<file path="config.mk">
export PLATFORM = sky130hd
export DESIGN_NAME = exc_entry_ctrl
export DESIGN_NICKNAME = d
export VERILOG_FILES = /design/src/rtl/exc_vec_pkg.sv /design/src/rtl/exc_classify.sv /design/src/rtl/exc_target.sv /design/src/rtl/exc_entry_ctrl.sv
export SDC_FILE = /design/constraint.sdc
export NUM_CORES = 1
export LEC_CHECK = 0
export ABC_AREA = 0
export BUFFER_PORTS_ARGS = -buffer_cell sky130_fd_sc_hd__buf_2
export CAP_MARGIN = 20
export CORE_UTILIZATION = 40
export DETAILED_ROUTE_END_ITERATION = 16
export GPL_TIMING_DRIVEN = 0
export PLACE_DENSITY_LB_ADDON = 0.25
export REMOVE_ABC_BUFFERS = 1
export SLEW_MARGIN = 20
export SYNTH_ARGS = -nofsm -noshare
export SYNTH_HDL_FRONTEND = slang
export SYNTH_SLANG_ARGS = --single-unit
</file>
<file path="constraint.sdc">
create_clock -name clk -period 2.66 [get_ports clk]
set_clock_uncertainty 0.2 [all_clocks]
set_input_delay 0.133 -clock clk [delete_from_list [all_inputs] [get_ports clk]]
set_output_delay 0.133 -clock clk [all_outputs]
set_load 0.01 [all_outputs]
</file>
<file path="src/rtl/exc_vec_pkg.sv">
package exc_vec_pkg;

  localparam int KIND_W = 5;

  // kind encodings that drive behaviour
  localparam logic [KIND_W-1:0] K_INT    = 5'd0;
  localparam logic [KIND_W-1:0] K_TLBLD  = 5'd2;
  localparam logic [KIND_W-1:0] K_TLBST  = 5'd3;
  localparam logic [KIND_W-1:0] K_COPU   = 5'd11;
  localparam logic [KIND_W-1:0] K_SRST   = 5'd16;
  localparam logic [KIND_W-1:0] K_NMI    = 5'd17;
  localparam logic [KIND_W-1:0] K_DBG    = 5'd18;
  localparam logic [KIND_W-1:0] K_STEP   = 5'd19;

  typedef enum logic [2:0] {
    CL_BAD,   // unsupported kind
    CL_GEN,   // general exception through Cause/EPC
    CL_ERR,   // NMI or soft reset
    CL_DBG,   // debug event, delay-adjusted
    CL_STEP   // single-step, PC unadjusted
  } exc_class_e;

  localparam logic [31:0] VEC_BOOT_GEN = 32'hBFC0_0200;
  localparam logic [31:0] VEC_ERR      = 32'hBFC0_0000;
  localparam logic [31:0] VEC_DBG      = 32'hBFC0_0480;

  localparam logic [11:0] OFS_GEN   = 12'h180;
  localparam logic [11:0] OFS_REFIL = 12'h000;
  localparam logic [11:0] OFS_IV    = 12'h200;

endpackage

</file>
<file path="src/rtl/exc_classify.sv">
module exc_classify
  import exc_vec_pkg::*;
(
  input  logic [KIND_W-1:0] kind,
  input  logic              in_dbg,
  output exc_class_e        cls,
  output logic              dbg_from_int
);
  always_comb begin
    dbg_from_int = 1'b0;
    unique case (kind)
      5'd0: begin
        if (in_dbg) begin
          cls          = CL_DBG;
          dbg_from_int = 1'b1;
        end else begin
          cls = CL_GEN;
        end
      end
      5'd1, 5'd2, 5'd3, 5'd4, 5'd5, 5'd6, 5'd7, 5'd8,
      5'd9, 5'd10, 5'd11, 5'd12, 5'd13, 5'd15: cls = CL_GEN;
      K_SRST, K_NMI: cls = CL_ERR;
      K_DBG:         cls = CL_DBG;
      K_STEP:        cls = CL_STEP;
      default:       cls = CL_BAD;
    endcase
  end
endmodule

</file>
<file path="src/rtl/exc_target.sv">
module exc_target
  import exc_vec_pkg::*;
#(
  parameter int AW      = 32,
  parameter int BASE_LO = 10
) (
  input  exc_class_e        cls,
  input  logic [KIND_W-1:0] kind,
  input  logic              bev,
  input  logic              exl,
  input  logic              iv,
  input  logic              refill,
  input  logic [AW-1:0]     ebase,
  output logic [AW-1:0]     target
);
  localparam logic [AW-1:0] LO_MASK = AW'((64'd1 << BASE_LO) - 64'd1);

  logic [AW-1:0] gen_base;
  logic [11:0]   offset;
  logic          is_tlb;

  assign is_tlb   = (kind == K_TLBLD) || (kind == K_TLBST);
  assign gen_base = bev ? AW'(VEC_BOOT_GEN) : (ebase & ~LO_MASK);

  always_comb begin
    if (kind == K_INT && iv)              offset = OFS_IV;
    else if (is_tlb && refill && !exl)    offset = OFS_REFIL;
    else                                  offset = OFS_GEN;
  end

  always_comb begin
    unique case (cls)
      CL_GEN:           target = gen_base + AW'(offset);
      CL_ERR:           target = AW'(VEC_ERR);
      CL_DBG, CL_STEP:  target = AW'(VEC_DBG);
      default:          target = '0;
    endcase
  end
endmodule

</file>
<file path="src/rtl/exc_entry_ctrl.sv">
module exc_entry_ctrl
  import exc_vec_pkg::*;
#(
  parameter int AW      = 32,
  parameter int INSN_B  = 4,
  parameter int BASE_LO = 10
) (
  input  logic              clk,
  input  logic              rst,
  input  logic              exc_valid,
  input  logic [4:0]        exc_kind,
  input  logic [AW-1:0]     pc,
  input  logic              in_delay,
  input  logic              tlb_refill,
  input  logic              sr_bev,
  input  logic              sr_exl,
  input  logic              cause_iv,
  input  logic              debug_mode,
  input  logic [AW-1:0]     ebase,
  input  logic [1:0]        cop_num,
  output logic              redirect,
  output logic [AW-1:0]     redirect_pc,
  output logic [AW-1:0]     save_pc,
  output logic              epc_we,
  output logic              errepc_we,
  output logic              depc_wr,
  output logic              bd_we,
  output logic              bd_val,
  output logic              code_we,
  output logic [4:0]        code_val,
  output logic              ce_we,
  output logic [1:0]        ce_val,
  output logic              exl_set,
  output logic              erl_bev_set,
  output logic              debug_enter,
  output logic              debug_int,
  output logic              bad_kind
);
  exc_class_e    cls;
  logic          dbg_from_int;
  logic [AW-1:0] tgt;
  logic [AW-1:0] adj_pc;
  logic          gen, first;

  exc_classify u_cls (
    .kind        (exc_kind),
    .in_dbg      (debug_mode),
    .cls         (cls),
    .dbg_from_int(dbg_from_int)
  );

  exc_target #(.AW(AW), .BASE_LO(BASE_LO)) u_tgt (
    .cls   (cls),
    .kind  (exc_kind),
    .bev   (sr_bev),
    .exl   (sr_exl),
    .iv    (cause_iv),
    .refill(tlb_refill),
    .ebase (ebase),
    .target(tgt)
  );

  assign adj_pc = (in_delay && cls != CL_STEP) ? pc - AW'(INSN_B) : pc;
  assign gen    = exc_valid && cls == CL_GEN;
  assign first  = gen && !sr_exl;

  always_ff @(posedge clk) begin
    if (rst) begin
      redirect    <= 1'b0;
      redirect_pc <= '0;
      save_pc     <= '0;
      epc_we      <= 1'b0;
      errepc_we   <= 1'b0;
      depc_wr     <= 1'b0;
      bd_we       <= 1'b0;
      bd_val      <= 1'b0;
      code_we     <= 1'b0;
      code_val    <= '0;
      ce_we       <= 1'b0;
      ce_val      <= '0;
      exl_set     <= 1'b0;
      erl_bev_set <= 1'b0;
      debug_enter <= 1'b0;
      debug_int   <= 1'b0;
      bad_kind    <= 1'b0;
    end else begin
      redirect    <= exc_valid && cls != CL_BAD;
      redirect_pc <= tgt;
      save_pc     <= adj_pc;
      epc_we      <= first;
      bd_we       <= first;
      bd_val      <= in_delay;
      exl_set     <= first;
      code_we     <= gen;
      code_val    <= exc_kind;
      ce_we       <= gen && exc_kind == K_COPU;
      ce_val      <= cop_num;
      errepc_we   <= exc_valid && cls == CL_ERR;
      erl_bev_set <= exc_valid && cls == CL_ERR;
      depc_wr     <= exc_valid && (cls == CL_DBG || cls == CL_STEP);
      debug_enter <= exc_valid && (cls == CL_DBG || cls == CL_STEP);
      debug_int   <= exc_valid && dbg_from_int;
      if (exc_valid && cls == CL_BAD) bad_kind <= 1'b1;
    end
  end

  // a redirect only follows a taken exception
  p_redirect_cause_r10: assert property (@(posedge clk) disable iff (rst)
    redirect |-> $past(exc_valid));
  // EPC is written only when EXL was clear
  p_epc_exl_clear_r5: assert property (@(posedge clk) disable iff (rst)
    epc_we |-> !$past(sr_exl));
  // BD value follows the delay-slot input
  p_bd_follows_r5: assert property (@(posedge clk) disable iff (rst)
    bd_we |-> bd_val == $past(in_delay));
  // the error flag is sticky
  p_bad_sticky_r11: assert property (@(posedge clk) disable iff (rst)
    bad_kind |=> bad_kind);
  // no strobe without a redirect
  p_no_strobe_r11: assert property (@(posedge clk) disable iff (rst)
    (epc_we || errepc_we || depc_wr || code_we || ce_we) |-> redirect);
  // at most one save register is written
  p_one_save_r9: assert property (@(posedge clk) disable iff (rst)
    $onehot0({epc_we, errepc_we, depc_wr}));
  // CE is written only with a Cause code write of kind 11
  p_ce_copu_r7: assert property (@(posedge clk) disable iff (rst)
    ce_we |-> (code_we && code_val == 5'd11));
endmodule

</file>
==> results of run 1 <==
-- layout make-up --
class / instances / area, um2 / share of cell area, %
inverters: 9 / 33.78 / 0.6975
multi-input cells: 238 / 1474 / 30.43
flip-flops and latches: 73 / 1461 / 30.17
clock buffers: 11 / 141.4 / 2.919
well taps: 99 / 123.9 / 2.557
repair buffers: 224 / 1506 / 31.10
clock inverters: 5 / 102.6 / 2.118
-- cell families (layout without fill, tap and decap cells) --
kind of cell	after synthesis	count (layout)
other cells	1	7
xor+xnor	35	35
mux	3	3
simple gates	153	153
fa+ha+maj	2	2
buf+inv	35	249
flops	73	73
compound gates	38	38
-- timing repair --
item / in CTS / in global routing
resized for setup: 0 / 3
setup endpoints to repair: 0 / 9
hold endpoints to repair: 68 / 0
buffers inserted: 0 / 1
hold buffers: 76 / 0
-- layout by cell type, fill, tap and decap left out, types with 3 or more instances in the layout --
master / Yosys / routed
sky130_fd_sc_hd__a21oi_1: 14 / 14
sky130_fd_sc_hd__nand3_1: 7 / 7
sky130_fd_sc_hd__bufinv_16: 0 / 3
sky130_fd_sc_hd__nand4_1: 3 / 3
sky130_fd_sc_hd__inv_1: 9 / 9
sky130_fd_sc_hd__nor3_1: 11 / 9
sky130_fd_sc_hd__nand2_1: 8 / 8
sky130_fd_sc_hd__xnor2_1: 26 / 26
sky130_fd_sc_hd__nor2_1: 54 / 54
sky130_fd_sc_hd__or4_1: 3 / 3
sky130_fd_sc_hd__nand2b_1: 7 / 7
sky130_fd_sc_hd__xor2_1: 9 / 9
sky130_fd_sc_hd__dfxtp_1: 73 / 73
sky130_fd_sc_hd__and2_1: 3 / 3
sky130_fd_sc_hd__buf_2: 1 / 146
sky130_fd_sc_hd__clkbuf_8: 0 / 10
sky130_fd_sc_hd__conb_1: 1 / 7
sky130_fd_sc_hd__or2_2: 3 / 3
sky130_fd_sc_hd__and3_1: 3 / 3
sky130_fd_sc_hd__dlygate4sd3_1: 0 / 76
sky130_fd_sc_hd__o21ai_0: 6 / 6
sky130_fd_sc_hd__nor2b_1: 13 / 13
sky130_fd_sc_hd__a21o_1: 3 / 3
sky130_fd_sc_hd__nor4_1: 18 / 18
sky130_fd_sc_hd__or3_1: 9 / 9
sky130_fd_sc_hd__a31o_1: 3 / 3
-- worst register-to-register path: cells and delay by family (launching register included) --
kind | cells | cell delay (ns)
flops | 1 | 0.31
simple gates | 1 | 0.05
compound gates | 1 | 0.11
-- report_power, final --
part / total (uW) / leakage [uW] / switching (uW) / internal, uW
combinational: 394 / 0.00150 / 190 / 204
sequential: 1160 / 0.000604 / 12.9 / 1150
clock: 1040 / 0.000120 / 397 / 647
-- sequential cells by signal, indices dropped and copies added, names as in the netlist, 2 cells and up --
register / cells
code_val: 5
ce_val: 2
save_pc: 32
redirect_pc: 25
-- per-stage QoR --
stage	utilization, %	total power (uW)
floorplan	-	1322
global placement	51.94	1483
detailed placement	51.94	1490
CTS	65.64	2628
global route	66.07	2719
finish	66.07	2599
-- per-layer routing --
layer  vias up  share of wire, %
met1      1414                38
met3        15               8.9
li1       1573                 -
met2       133                51
met4         0               2.2
met5         -                 0
-- how the worst max path moves through the flow --
stage                            endpoint        start  slack [ns]  cells past startpoint
final                         save_pc[16]        pc[7]        0.07                      8
after global routing          save_pc[16]        pc[7]       0.001                      8
after CTS                     save_pc[26]        pc[7]        0.02                      7
after detailed placement  redirect_pc[31]  exc_kind[2]       -0.18                     10
after global placement    redirect_pc[31]  exc_kind[2]       -0.18                     10
after floorplan           redirect_pc[31]  exc_kind[2]        0.24                      9
==> flow_results.xml, run 1 <==
<?xml version="1.0" encoding="UTF-8"?>
<metrics>
  <group name="die">
    <metric name="core_region_area" unit="mm2">0.007331</metric>
    <metric name="rows" unit="">31</metric>
    <metric name="initial_core_util" unit="%">41.88</metric>
    <metric name="die_h" unit="um">89.62</metric>
    <metric name="io-pin-count" unit="">164</metric>
    <metric name="die_width" unit="um">89.62</metric>
    <metric name="fp.dieArea" unit="mm2">0.008031</metric>
  </group>
  <group name="route">
    <metric name="vias" unit="">3135</metric>
    <metric name="ant_nets" unit="">0</metric>
    <metric name="detailedRoute.firstPassIterationCount" unit="">5</metric>
    <metric name="routed_wl" unit="mm">8.584</metric>
    <metric name="drt_iter0_markers" unit="">112</metric>
    <metric name="wl_per_cell" unit="um">13.03</metric>
    <metric name="drc" unit="">0</metric>
    <metric name="avgViaCountPerCell" unit="">4.757</metric>
  </group>
  <group name="global_route">
    <metric name="grt_first_pass_wirelength" unit="mm">12.99</metric>
    <metric name="global_route.usage.met2" unit="%">38.91</metric>
    <metric name="antenna_found_initial" unit="">0</metric>
    <metric name="first_global_vias" unit="">3014</metric>
    <metric name="largest_net_degree_at_the_start_of_global_routing" unit="">51</metric>
    <metric name="groute.layer.met3.usage" unit="%">8.592</metric>
    <metric name="globalRouteMet1Util" unit="%">21.57</metric>
    <metric name="global_route_hottest_layer" unit="">met2</metric>
    <metric name="grtUsageTotal" unit="%">21.49</metric>
    <metric name="grt_overflow" unit="">0</metric>
  </group>
  <group name="yosys">
    <metric name="synth_warnings" unit="">0</metric>
    <metric name="async_reset_ff_share" unit="%">0</metric>
    <metric name="post_synth_mux_area_share" unit="%">1.059</metric>
    <metric name="avg_inst_size_synth" unit="um2">9.031</metric>
    <metric name="synth-seq-cells" unit="">73</metric>
    <metric name="synth_compound_gate_area_share" unit="%">7.865</metric>
    <metric name="synth_xor_xnor_area_share" unit="%">9.984</metric>
    <metric name="synth-simple-area-share" unit="%">26.89</metric>
    <metric name="synthDominantAreaCellType" unit="">sky130_fd_sc_hd__dfxtp_1</metric>
    <metric name="ys_seq_area_share" unit="%">47.60</metric>
    <metric name="synth.top_cells.by_count" unit="">sky130_fd_sc_hd__dfxtp_1 (73), sky130_fd_sc_hd__nor2_1 (54), sky130_fd_sc_hd__xnor2_1 (26), sky130_fd_sc_hd__nor4_1 (18), sky130_fd_sc_hd__a21oi_1 (14)</metric>
    <metric name="synth.most_common_cell" unit="">sky130_fd_sc_hd__dfxtp_1</metric>
    <metric name="dominant_combinational_cell_family_by_area_after_synthesis" unit="">simple AND/OR/NAND/NOR gates</metric>
    <metric name="number_of_standard_cells_after_synthesis" unit="">340</metric>
    <metric name="synthesis.area" unit="mm2">0.003070</metric>
    <metric name="netlist-cell-type-count" unit="">45</metric>
    <metric name="synth-main-ff-cell" unit="">sky130_fd_sc_hd__dfxtp_1</metric>
    <metric name="synth-edff-count" unit="">0</metric>
    <metric name="netlist_top_cells_area" unit="">sky130_fd_sc_hd__dfxtp_1 (48%), sky130_fd_sc_hd__xnor2_1 (7.4%), sky130_fd_sc_hd__nor2_1 (6.6%)</metric>
    <metric name="post_synth_fa_ha_maj_area_fraction" unit="%">0.8150</metric>
    <metric name="yosys.area.top_type_share" unit="%">47.60</metric>
  </group>
  <group name="layout">
    <metric name="insertedDiodeCount" unit="">0</metric>
    <metric name="nNetsFinal" unit="">637</metric>
    <metric name="final_cell_area" unit="mm2">0.004843</metric>
    <metric name="layout-drive-gt1-share" unit="%">30.89</metric>
    <metric name="stdcell_count" unit="">659</metric>
    <metric name="filler_cell_count" unit="">617</metric>
    <metric name="layout-area-overhead-vs-synth" unit="%">57.74</metric>
  </group>
  <group name="sta">
    <metric name="timing.fmax" unit="MHz">386.5</metric>
    <metric name="timing.slew.headroom" unit="%">44.80</metric>
    <metric name="final_critical_path_setup_slack" unit="ns">0.07246</metric>
    <metric name="max_slew.worst_pin.slew" unit="ns">0.8280</metric>
    <metric name="fin_crit" unit="ns">2.588</metric>
    <metric name="hold-worst-slack" unit="ns">0.01915</metric>
    <metric name="final.period_utilization" unit="%">97.28</metric>
    <metric name="tns" unit="ns">0</metric>
    <metric name="slew_viol_final" unit="">0</metric>
    <metric name="hold_viol_final" unit="">0</metric>
    <metric name="rsz0062_at_grt" unit="">false</metric>
    <metric name="setup_violations" unit="">0</metric>
  </group>
  <group name="clock_network">
    <metric name="cts.sink_count" unit="">73</metric>
    <metric name="clockBufferDepth" unit="">2</metric>
    <metric name="cts_root_buffer" unit="">sky130_fd_sc_hd__clkbuf_8</metric>
    <metric name="cts.clk_slew.worst_paths" unit="ns">0.08</metric>
    <metric name="cts_tree" unit="">built</metric>
    <metric name="cts_htree_levels" unit="">3</metric>
    <metric name="worst_skew_pair.late_latency" unit="ns">0.33</metric>
    <metric name="cts_made_buffers" unit="">9</metric>
  </group>
  <group name="placement">
    <metric name="placed_cells_incl_taps" unit="">565</metric>
    <metric name="port-buffer-count" unit="">146</metric>
    <metric name="placed_area" unit="mm2">0.003807</metric>
    <metric name="place.gp.congestion" unit="">0.7567</metric>
    <metric name="place_ws" unit="ns">-0.1839</metric>
    <metric name="hpwl" unit="mm">5.676</metric>
  </group>
  <group name="run">
    <metric name="number_of_maximum_capacitance_constraint_violations" unit="">0</metric>
  </group>
  <group name="critical_path">
    <metric name="cp_data_required_time" unit="ns">2.67</metric>
    <metric name="cpPeakStageDelay" unit="ns">0.57</metric>
    <metric name="setup.worst_path.start_class" unit="">primary input</metric>
    <metric name="critical_path_s_top_delay_family" unit="">buffers and inverters</metric>
    <metric name="arrival_worst_endpoint" unit="ns">2.60</metric>
    <metric name="crit_slowest_cell" unit="">sky130_fd_sc_hd__dlygate4sd3_1</metric>
    <metric name="worstPathBufferInverterCount" unit="">3</metric>
    <metric name="r2r_setup_slack" unit="ns">1.86</metric>
    <metric name="crit_path_frequent_cell" unit="">sky130_fd_sc_hd__dlygate4sd3_1</metric>
    <metric name="critical_path.cell_chain" unit="">dlygate4sd3_1, buf_2, or4_4, nand2b_1, nor4_1, xnor2_1, dlygate4sd3_1, nor2_1</metric>
    <metric name="startpoint_of_the_most_critical_register_to_register_path" unit="">bad_kind</metric>
    <metric name="worstRegToRegCells" unit="">2</metric>
    <metric name="worst-setup-path-type" unit="">primary input to register</metric>
    <metric name="worst_setup_path_end_kind" unit="">register</metric>
    <metric name="crit_fanout" unit="">8</metric>
    <metric name="crit-reg2reg-capture" unit="">bad_kind</metric>
  </group>
  <group name="power">
    <metric name="worst_ir_drop_vdd" unit="mV">0.4026</metric>
    <metric name="pwr_density_cell" unit="mW/mm2">536.6</metric>
    <metric name="leakagePower" unit="uW">0.002224</metric>
  </group>
  <group name="min_path">
    <metric name="hold_path.class" unit="">primary input to register</metric>
    <metric name="hold_path.startpoint" unit="">pc[6]</metric>
    <metric name="min_to" unit="">save_pc[6]</metric>
    <metric name="hold-path-cell-count" unit="">3</metric>
  </group>
  <group name="outcome">
    <metric name="run_status" unit="">finished clean</metric>
  </group>
</metrics>
Note: power is estimated with default switching activity, not from simulation.
==> run 2: changes to the inputs <==
--- a/config.mk
+++ b/config.mk
@@ -11,6 +11,7 @@
 export CORE_UTILIZATION = 40
 export DETAILED_ROUTE_END_ITERATION = 16
 export GPL_TIMING_DRIVEN = 0
+export MAX_ROUTING_LAYER = met4
 export PLACE_DENSITY_LB_ADDON = 0.25
 export REMOVE_ABC_BUFFERS = 1
 export SLEW_MARGIN = 20
==> constraint.sdc (replaced) <==
create_clock -name clk -period 2.66 [get_ports clk]
set_clock_uncertainty 0.2 [all_clocks]
set_input_delay 0.133 -clock clk [delete_from_list [all_inputs] [get_ports clk]]
set_output_delay 0.133 -clock clk [all_outputs]
set_load 0.1 [all_outputs]
==> run 2 against run 1 <==
  * Clock power barely moved
  * Final area rose by 0.13%
  * Fmax rose by 0.67%
  * Sequential cell count did not move
  * Sequential share of layout area barely moved
  * Power rose by 16%
  * Combinational power rose by 110%
  * Die area did not move
  * Utilization rose by 0.085 points
  * Hold slack improved by 0.0061 ns
  * Worst setup slack improved by 0.017 ns
  * Critical endpoint is now save_pc[26]
  * Largest power group unchanged
  * Highest routed layer unchanged
==> flow_results.xml, run 2 (synthesis gave the netlist of run 1 again) <==
<?xml version="1.0" encoding="UTF-8"?>
<metrics>
  <group name="layout">
    <metric name="largest_register_ffs" unit="">32</metric>
    <metric name="filler_cell_count" unit="">615</metric>
    <metric name="layout_top_registers" unit="">save_pc x32, redirect_pc x25, code_val x5</metric>
    <metric name="layout-drive-gt1-share" unit="%">31.07</metric>
    <metric name="mostFrequentLayoutCells" unit="">sky130_fd_sc_hd__buf_2 (146), sky130_fd_sc_hd__dlygate4sd3_1 (76), sky130_fd_sc_hd__dfxtp_1 (73)</metric>
    <metric name="most_common_cell_after_layout_fill_and_taps_aside" unit="">sky130_fd_sc_hd__buf_2</metric>
    <metric name="final_core_utilization" unit="%">66.15</metric>
    <metric name="nNetsFinal" unit="">637</metric>
    <metric name="insertedDiodeCount" unit="">0</metric>
    <metric name="max_flop_register" unit="">save_pc</metric>
    <metric name="layout-area-overhead-vs-synth" unit="%">57.95</metric>
  </group>
  <group name="placement">
    <metric name="place.gp.congestion" unit="">0.7665</metric>
    <metric name="port-buffer-count" unit="">146</metric>
    <metric name="hpwl" unit="mm">5.676</metric>
  </group>
  <group name="sta">
    <metric name="setup_violations" unit="">0</metric>
    <metric name="tns" unit="ns">0</metric>
    <metric name="timing.slew.headroom" unit="%">41.95</metric>
    <metric name="hold-worst-slack" unit="ns">0.02522</metric>
    <metric name="slew_viol_final" unit="">0</metric>
    <metric name="max_slew.worst_pin.slew" unit="ns">0.8707</metric>
    <metric name="timing.fmax" unit="MHz">389.1</metric>
    <metric name="hold_viol_final" unit="">0</metric>
    <metric name="rsz0062_at_grt" unit="">false</metric>
    <metric name="final.period_utilization" unit="%">96.63</metric>
    <metric name="fin_crit" unit="ns">2.570</metric>
  </group>
  <group name="global_route">
    <metric name="grt_overflow" unit="">0</metric>
    <metric name="grtUsageTotal" unit="%">22.18</metric>
    <metric name="grt_first_pass_wirelength" unit="mm">13.01</metric>
    <metric name="globalRouteMet1Util" unit="%">22.02</metric>
    <metric name="global_route.usage.met2" unit="%">38.91</metric>
    <metric name="global_route_hottest_layer" unit="">met2</metric>
    <metric name="largest_net_degree_at_the_start_of_global_routing" unit="">51</metric>
    <metric name="antenna_found_initial" unit="">0</metric>
    <metric name="groute.layer.met3.usage" unit="%">7.952</metric>
    <metric name="first_global_vias" unit="">2999</metric>
  </group>
  <group name="route">
    <metric name="drt_iter0_markers" unit="">125</metric>
    <metric name="avgViaCountPerCell" unit="">4.760</metric>
    <metric name="drc" unit="">0</metric>
    <metric name="routed_wl" unit="mm">8.617</metric>
    <metric name="ant_nets" unit="">0</metric>
    <metric name="vias" unit="">3137</metric>
    <metric name="wl_per_cell" unit="um">13.08</metric>
    <metric name="detailedRoute.firstPassIterationCount" unit="">4</metric>
  </group>
  <group name="power">
    <metric name="power.total" unit="uW">3024</metric>
    <metric name="leakagePower" unit="uW">0.002224</metric>
    <metric name="worst_ir_drop_vdd" unit="mV">0.4756</metric>
    <metric name="pwr_density_cell" unit="mW/mm2">623.6</metric>
  </group>
  <group name="die">
    <metric name="fp.dieArea" unit="mm2">0.008031</metric>
    <metric name="die_h" unit="um">89.62</metric>
    <metric name="initial_core_util" unit="%">41.88</metric>
    <metric name="rows" unit="">31</metric>
    <metric name="die_width" unit="um">89.62</metric>
    <metric name="io-pin-count" unit="">164</metric>
    <metric name="core_region_area" unit="mm2">0.007331</metric>
  </group>
  <group name="clock_network">
    <metric name="cts.sink_count" unit="">73</metric>
    <metric name="clockBufferDepth" unit="">2</metric>
    <metric name="cts_htree_levels" unit="">3</metric>
    <metric name="worst_skew_pair.late_latency" unit="ns">0.33</metric>
    <metric name="cts_made_buffers" unit="">9</metric>
    <metric name="cts_tree" unit="">built</metric>
    <metric name="cts_root_buffer" unit="">sky130_fd_sc_hd__clkbuf_8</metric>
    <metric name="cts.clk_slew.worst_paths" unit="ns">0.07</metric>
  </group>
  <group name="critical_path">
    <metric name="crit-reg2reg-capture" unit="">bad_kind</metric>
    <metric name="crit_start" unit="">pc[16]</metric>
    <metric name="worstRegToRegCells" unit="">2</metric>
    <metric name="worst_setup_path_endpoint" unit="">save_pc[26]</metric>
    <metric name="worst-setup-path-type" unit="">primary input to register</metric>
    <metric name="crit_fanout" unit="">9</metric>
    <metric name="startpoint_of_the_most_critical_register_to_register_path" unit="">bad_kind</metric>
    <metric name="r2r_setup_slack" unit="ns">1.85</metric>
    <metric name="setup.worst_path.start_class" unit="">primary input</metric>
    <metric name="worst_setup_path_end_kind" unit="">register</metric>
    <metric name="arrival_worst_endpoint" unit="ns">2.60</metric>
    <metric name="cp_data_required_time" unit="ns">2.69</metric>
  </group>
  <group name="outcome">
    <metric name="run_status" unit="">finished clean</metric>
  </group>
  <group name="run">
    <metric name="number_of_maximum_capacitance_constraint_violations" unit="">0</metric>
  </group>
  <group name="min_path">
    <metric name="hold_path.class" unit="">primary input to register</metric>
  </group>
</metrics>
## run 2: routing by layer
metal | routed length, um | up-vias
met1 | 3435 | 1428
met2 | 4356 | 122
li1 | - | 1572
met4 | 174 | 0
met5 | 0 | -
met3 | 651 | 15
## run 2: how the worst min path moves through the flow
stage	from	end	slack, ns	depth (start not counted)
6_report	pc[3]	save_pc[5]	0.03	5
5_1_grt	sr_bev	redirect_pc[22]	0.05	3
4_1_cts	pc[6]	save_pc[6]	0.006	3
3_5_place_dp	sr_exl	exl_set	0.11	2
3_3_place_gp	sr_exl	exl_set	0.11	2
2_1_floorplan	rst	save_pc[11]	0.002	1
## run 2: area by class of cell
type,count,area [um2],area share (%)
Clock buffer,11,141.4,2.915
Inverter,9,33.78,0.6966
Clock inverter,5,102.6,2.116
Tap cell,99,123.9,2.554
Multi-Input combinational cell,238,1480,30.52
Timing Repair Buffer,224,1506,31.06
Sequential cell,73,1461,30.13
## run 2: critical path, stage by stage
cell and delay, ns:
sky130_fd_sc_hd__dlygate4sd3_1 0.52, sky130_fd_sc_hd__buf_2 0.14, sky130_fd_sc_hd__or3_1 0.44, sky130_fd_sc_hd__or4_1 0.64
sky130_fd_sc_hd__nor4_4 0.25, sky130_fd_sc_hd__buf_4 0.20, sky130_fd_sc_hd__a21oi_1 0.07, sky130_fd_sc_hd__a31o_1 0.20
## run 2: what timing repair did
action | CTS | global route
gates resized for setup | 0 | 4
setup buffers | 0 | 1
hold buffers | 76 | 0
endpoints found under the setup margin | 0 | 9
endpoints found under the hold margin | 68 | 0
## run 2: stage by stage
stage	setup WS (ns)	cell area, um2	cells
after floorplan	0.1296	2953	320
after global placement	-0.1804	3807	565
after detailed placement	-0.1839	3807	565
after CTS	0.02284	4812	657
after global routing	0.001497	4850	659
final	0.08969	4850	659
## run 2: power by group
| part | switching [uW] | internal, uW | leakage [uW] |
|---|---|---|---|
| Clock | 397 | 647 | 0.000120 |
| Combinational | 615 | 204 | 0.00150 |
| Sequential | 12.9 | 1150 | 0.000604 |
| Total | 1030 | 2000 | 0.00222 |
==> run 3: changes to the inputs <==
--- a/config.mk
+++ b/config.mk
@@ -13,6 +13,7 @@
 export GPL_TIMING_DRIVEN = 0
 export MAX_ROUTING_LAYER = met4
 export PLACE_DENSITY_LB_ADDON = 0.25
+export RECOVER_POWER = 50
 export REMOVE_ABC_BUFFERS = 1
 export SLEW_MARGIN = 20
 export SYNTH_ARGS = -nofsm -noshare
==> run 3 against run 2 <==
  * Non-clock buffer count unchanged
  * Largest power group unchanged
  * Hold slack got worse by 0.0051 ns
  * Final area decreased by 1.6%
  * Die area unchanged
  * Global-route usage unchanged
  * Largest cell class is now multi-input combinational cells
  * Sequential share of layout area increased by 0.49 points
  * Worst setup slack improved by 0.0049 ns
  * Wire length increased by 0.82%
  * Critical endpoint is now save_pc[31]
  * Count of clock-buffer cells in the layout unchanged
  * Power decreased by 0.36%
  * Via count decreased by 0.32%
==> flow_results.xml, run 3 (synthesis gave the netlist of run 1 again) <==
<?xml version="1.0" encoding="UTF-8"?>
<metrics>
  <group name="layout">
    <metric name="max_flop_register" unit="">save_pc</metric>
    <metric name="final_core_utilization" unit="%">65.10</metric>
    <metric name="insertedDiodeCount" unit="">0</metric>
    <metric name="nNetsFinal" unit="">637</metric>
    <metric name="multiInputGateArea" unit="mm2">0.001480</metric>
    <metric name="register_area" unit="mm2">0.001461</metric>
    <metric name="largest_register_ffs" unit="">32</metric>
    <metric name="layout-area-overhead-vs-synth" unit="%">55.42</metric>
    <metric name="mostFrequentLayoutCells" unit="">sky130_fd_sc_hd__buf_2 (84), sky130_fd_sc_hd__dlygate4sd3_1 (76), sky130_fd_sc_hd__dfxtp_1 (73)</metric>
    <metric name="layout_top_registers" unit="">save_pc x32, redirect_pc x25, code_val x5</metric>
    <metric name="most_common_cell_after_layout_fill_and_taps_aside" unit="">sky130_fd_sc_hd__buf_2</metric>
    <metric name="layout-drive-gt1-share" unit="%">20.00</metric>
    <metric name="filler_cell_count" unit="">655</metric>
  </group>
  <group name="sta">
    <metric name="final.period_utilization" unit="%">96.45</metric>
    <metric name="final_critical_path_setup_slack" unit="ns">0.09454</metric>
    <metric name="setup_violations" unit="">0</metric>
    <metric name="max_slew.worst_pin.slew" unit="ns">1.230</metric>
    <metric name="tns" unit="ns">0</metric>
    <metric name="hold_viol_final" unit="">0</metric>
    <metric name="timing.slew.headroom" unit="%">18.34</metric>
    <metric name="fin_crit" unit="ns">2.565</metric>
    <metric name="timing.fmax" unit="MHz">389.8</metric>
    <metric name="slew_viol_final" unit="">0</metric>
    <metric name="hold-worst-slack" unit="ns">0.02017</metric>
    <metric name="rsz0062_at_grt" unit="">false</metric>
  </group>
  <group name="min_path">
    <metric name="hold_path.startpoint" unit="">pc[3]</metric>
    <metric name="min_to" unit="">save_pc[5]</metric>
    <metric name="hold_path.class" unit="">primary input to register</metric>
    <metric name="hold-path-cell-count" unit="">5</metric>
  </group>
  <group name="power">
    <metric name="leakagePower" unit="uW">0.001996</metric>
    <metric name="worst_ir_drop_vdd" unit="mV">0.4742</metric>
    <metric name="pwr_density_cell" unit="mW/mm2">631.5</metric>
    <metric name="power.total" unit="uW">3013</metric>
  </group>
  <group name="critical_path">
    <metric name="worstPathBufferInverterCount" unit="">2</metric>
    <metric name="arrival_worst_endpoint" unit="ns">2.59</metric>
    <metric name="startpoint_of_the_most_critical_register_to_register_path" unit="">bad_kind</metric>
    <metric name="cp_data_required_time" unit="ns">2.69</metric>
    <metric name="cpPeakStageDelay" unit="ns">0.58</metric>
    <metric name="critical_path.cell_chain" unit="">dlygate4sd3_1, buf_2, or4_4, or4_1, nor3_2, nand4_1, mux2_1</metric>
    <metric name="worstRegToRegCells" unit="">2</metric>
    <metric name="crit_fanout" unit="">6</metric>
    <metric name="critical_path_s_top_delay_family" unit="">simple AND/OR/NAND/NOR gates</metric>
    <metric name="crit-reg2reg-capture" unit="">bad_kind</metric>
    <metric name="worst-setup-path-type" unit="">primary input to register</metric>
    <metric name="crit_slowest_cell" unit="">sky130_fd_sc_hd__or4_1</metric>
    <metric name="setup.worst_path.start_class" unit="">primary input</metric>
    <metric name="worst_setup_path_end_kind" unit="">register</metric>
    <metric name="r2r_setup_slack" unit="ns">1.85</metric>
  </group>
  <group name="route">
    <metric name="routed_wl" unit="mm">8.688</metric>
    <metric name="drt_iter0_markers" unit="">158</metric>
    <metric name="avgViaCountPerCell" unit="">4.745</metric>
    <metric name="drc" unit="">0</metric>
    <metric name="detailedRoute.firstPassIterationCount" unit="">4</metric>
    <metric name="ant_nets" unit="">0</metric>
    <metric name="vias" unit="">3127</metric>
    <metric name="wl_per_cell" unit="um">13.18</metric>
  </group>
  <group name="clock_network">
    <metric name="cts_htree_levels" unit="">3</metric>
    <metric name="cts_root_buffer" unit="">sky130_fd_sc_hd__clkbuf_8</metric>
    <metric name="cts_tree" unit="">built</metric>
    <metric name="worst_skew_pair.late_latency" unit="ns">0.34</metric>
    <metric name="cts.sink_count" unit="">73</metric>
    <metric name="cts_made_buffers" unit="">9</metric>
    <metric name="clockBufferDepth" unit="">2</metric>
    <metric name="cts.clk_slew.worst_paths" unit="ns">0.07</metric>
  </group>
  <group name="placement">
    <metric name="hpwl" unit="mm">5.676</metric>
    <metric name="place.gp.congestion" unit="">0.7665</metric>
    <metric name="port-buffer-count" unit="">146</metric>
    <metric name="place_ws" unit="ns">-0.1839</metric>
  </group>
  <group name="global_route">
    <metric name="grtUsageTotal" unit="%">22.18</metric>
    <metric name="largest_net_degree_at_the_start_of_global_routing" unit="">51</metric>
    <metric name="antenna_found_initial" unit="">0</metric>
    <metric name="grt_overflow" unit="">0</metric>
    <metric name="first_global_vias" unit="">2999</metric>
    <metric name="grt_first_pass_wirelength" unit="mm">13.01</metric>
  </group>
  <group name="die">
    <metric name="initial_core_util" unit="%">41.88</metric>
    <metric name="core_region_area" unit="mm2">0.007331</metric>
    <metric name="fp.dieArea" unit="mm2">0.008031</metric>
    <metric name="die_width" unit="um">89.62</metric>
    <metric name="io-pin-count" unit="">164</metric>
    <metric name="die_h" unit="um">89.62</metric>
    <metric name="rows" unit="">31</metric>
  </group>
  <group name="run">
    <metric name="number_of_maximum_capacitance_constraint_violations" unit="">0</metric>
  </group>
  <group name="outcome">
    <metric name="run_status" unit="">finished clean</metric>
  </group>
</metrics>
run 3: cell count changes in the layout (fill, tap and decap cells not counted):
cell,previous run,this run
sky130_fd_sc_hd__clkbuf_1,1,63
sky130_fd_sc_hd__buf_2,146,84
run 3: worst max-delay path by stage:
stage                      from              end  slack, ns  cells after the start
global placement    exc_kind[2]  redirect_pc[31]      -0.18                     10
floorplan               exl_set            bd_we       0.13                      0
CTS                       pc[7]      save_pc[26]       0.02                      7
global route        exc_kind[2]  redirect_pc[26]      0.006                     10
finish                    pc[7]      save_pc[31]       0.09                      7
detailed placement  exc_kind[2]  redirect_pc[31]      -0.18                     10
run 3: what timing repair did:
action,CTS,global route
setup buffers,0,1
hold endpoints to repair,68,0
hold buffers,76,0
setup endpoints to repair,0,9
gates resized for setup,0,4
run 3: stage by stage:
step,instance area [um2],instances
floorplan,2953,320
global route,4772,659
finish,4772,659
global placement,3807,565
detailed placement,3807,565
CTS,4812,657
run 3: area by class of cell:
| class | instances | area share [%] |
|---|---|---|
| multi-input cells | 238 | 31.02 |
| flip-flops and latches | 73 | 30.62 |
| repair buffers | 224 | 29.94 |
| clock buffers | 11 | 2.963 |
| well taps | 99 | 2.596 |
| clock inverters | 5 | 2.150 |
| inverters | 9 | 0.7079 |
run 3: report_power, final:
| group | internal (uW) | switching, uW |
|---|---|---|
| clock network | 647 | 397 |
| registers | 1150 | 14.4 |
| logic | 190 | 616 |
| total | 1990 | 1030 |
run 3: per-layer routing:
| metal | track usage, % | vias to the layer above | part of all wire (%) |
|---|---|---|---|
| li1 | - | 1570 | - |
| met1 | 22.02 | 1417 | 40 |
| met2 | 38.91 | 123 | 50 |
| met3 | 7.952 | 17 | 8.0 |
| met4 | 9.957 | 0 | 2.2 |
| met5 | - | - | 0 |
run 3: worst min-delay path: stages:
cell	delay, ns
sky130_fd_sc_hd__buf_2	0.10
sky130_fd_sc_hd__nor2_1	0.06
sky130_fd_sc_hd__nand3b_1	0.09
sky130_fd_sc_hd__xor2_1	0.06
sky130_fd_sc_hd__nor2_1	0.08
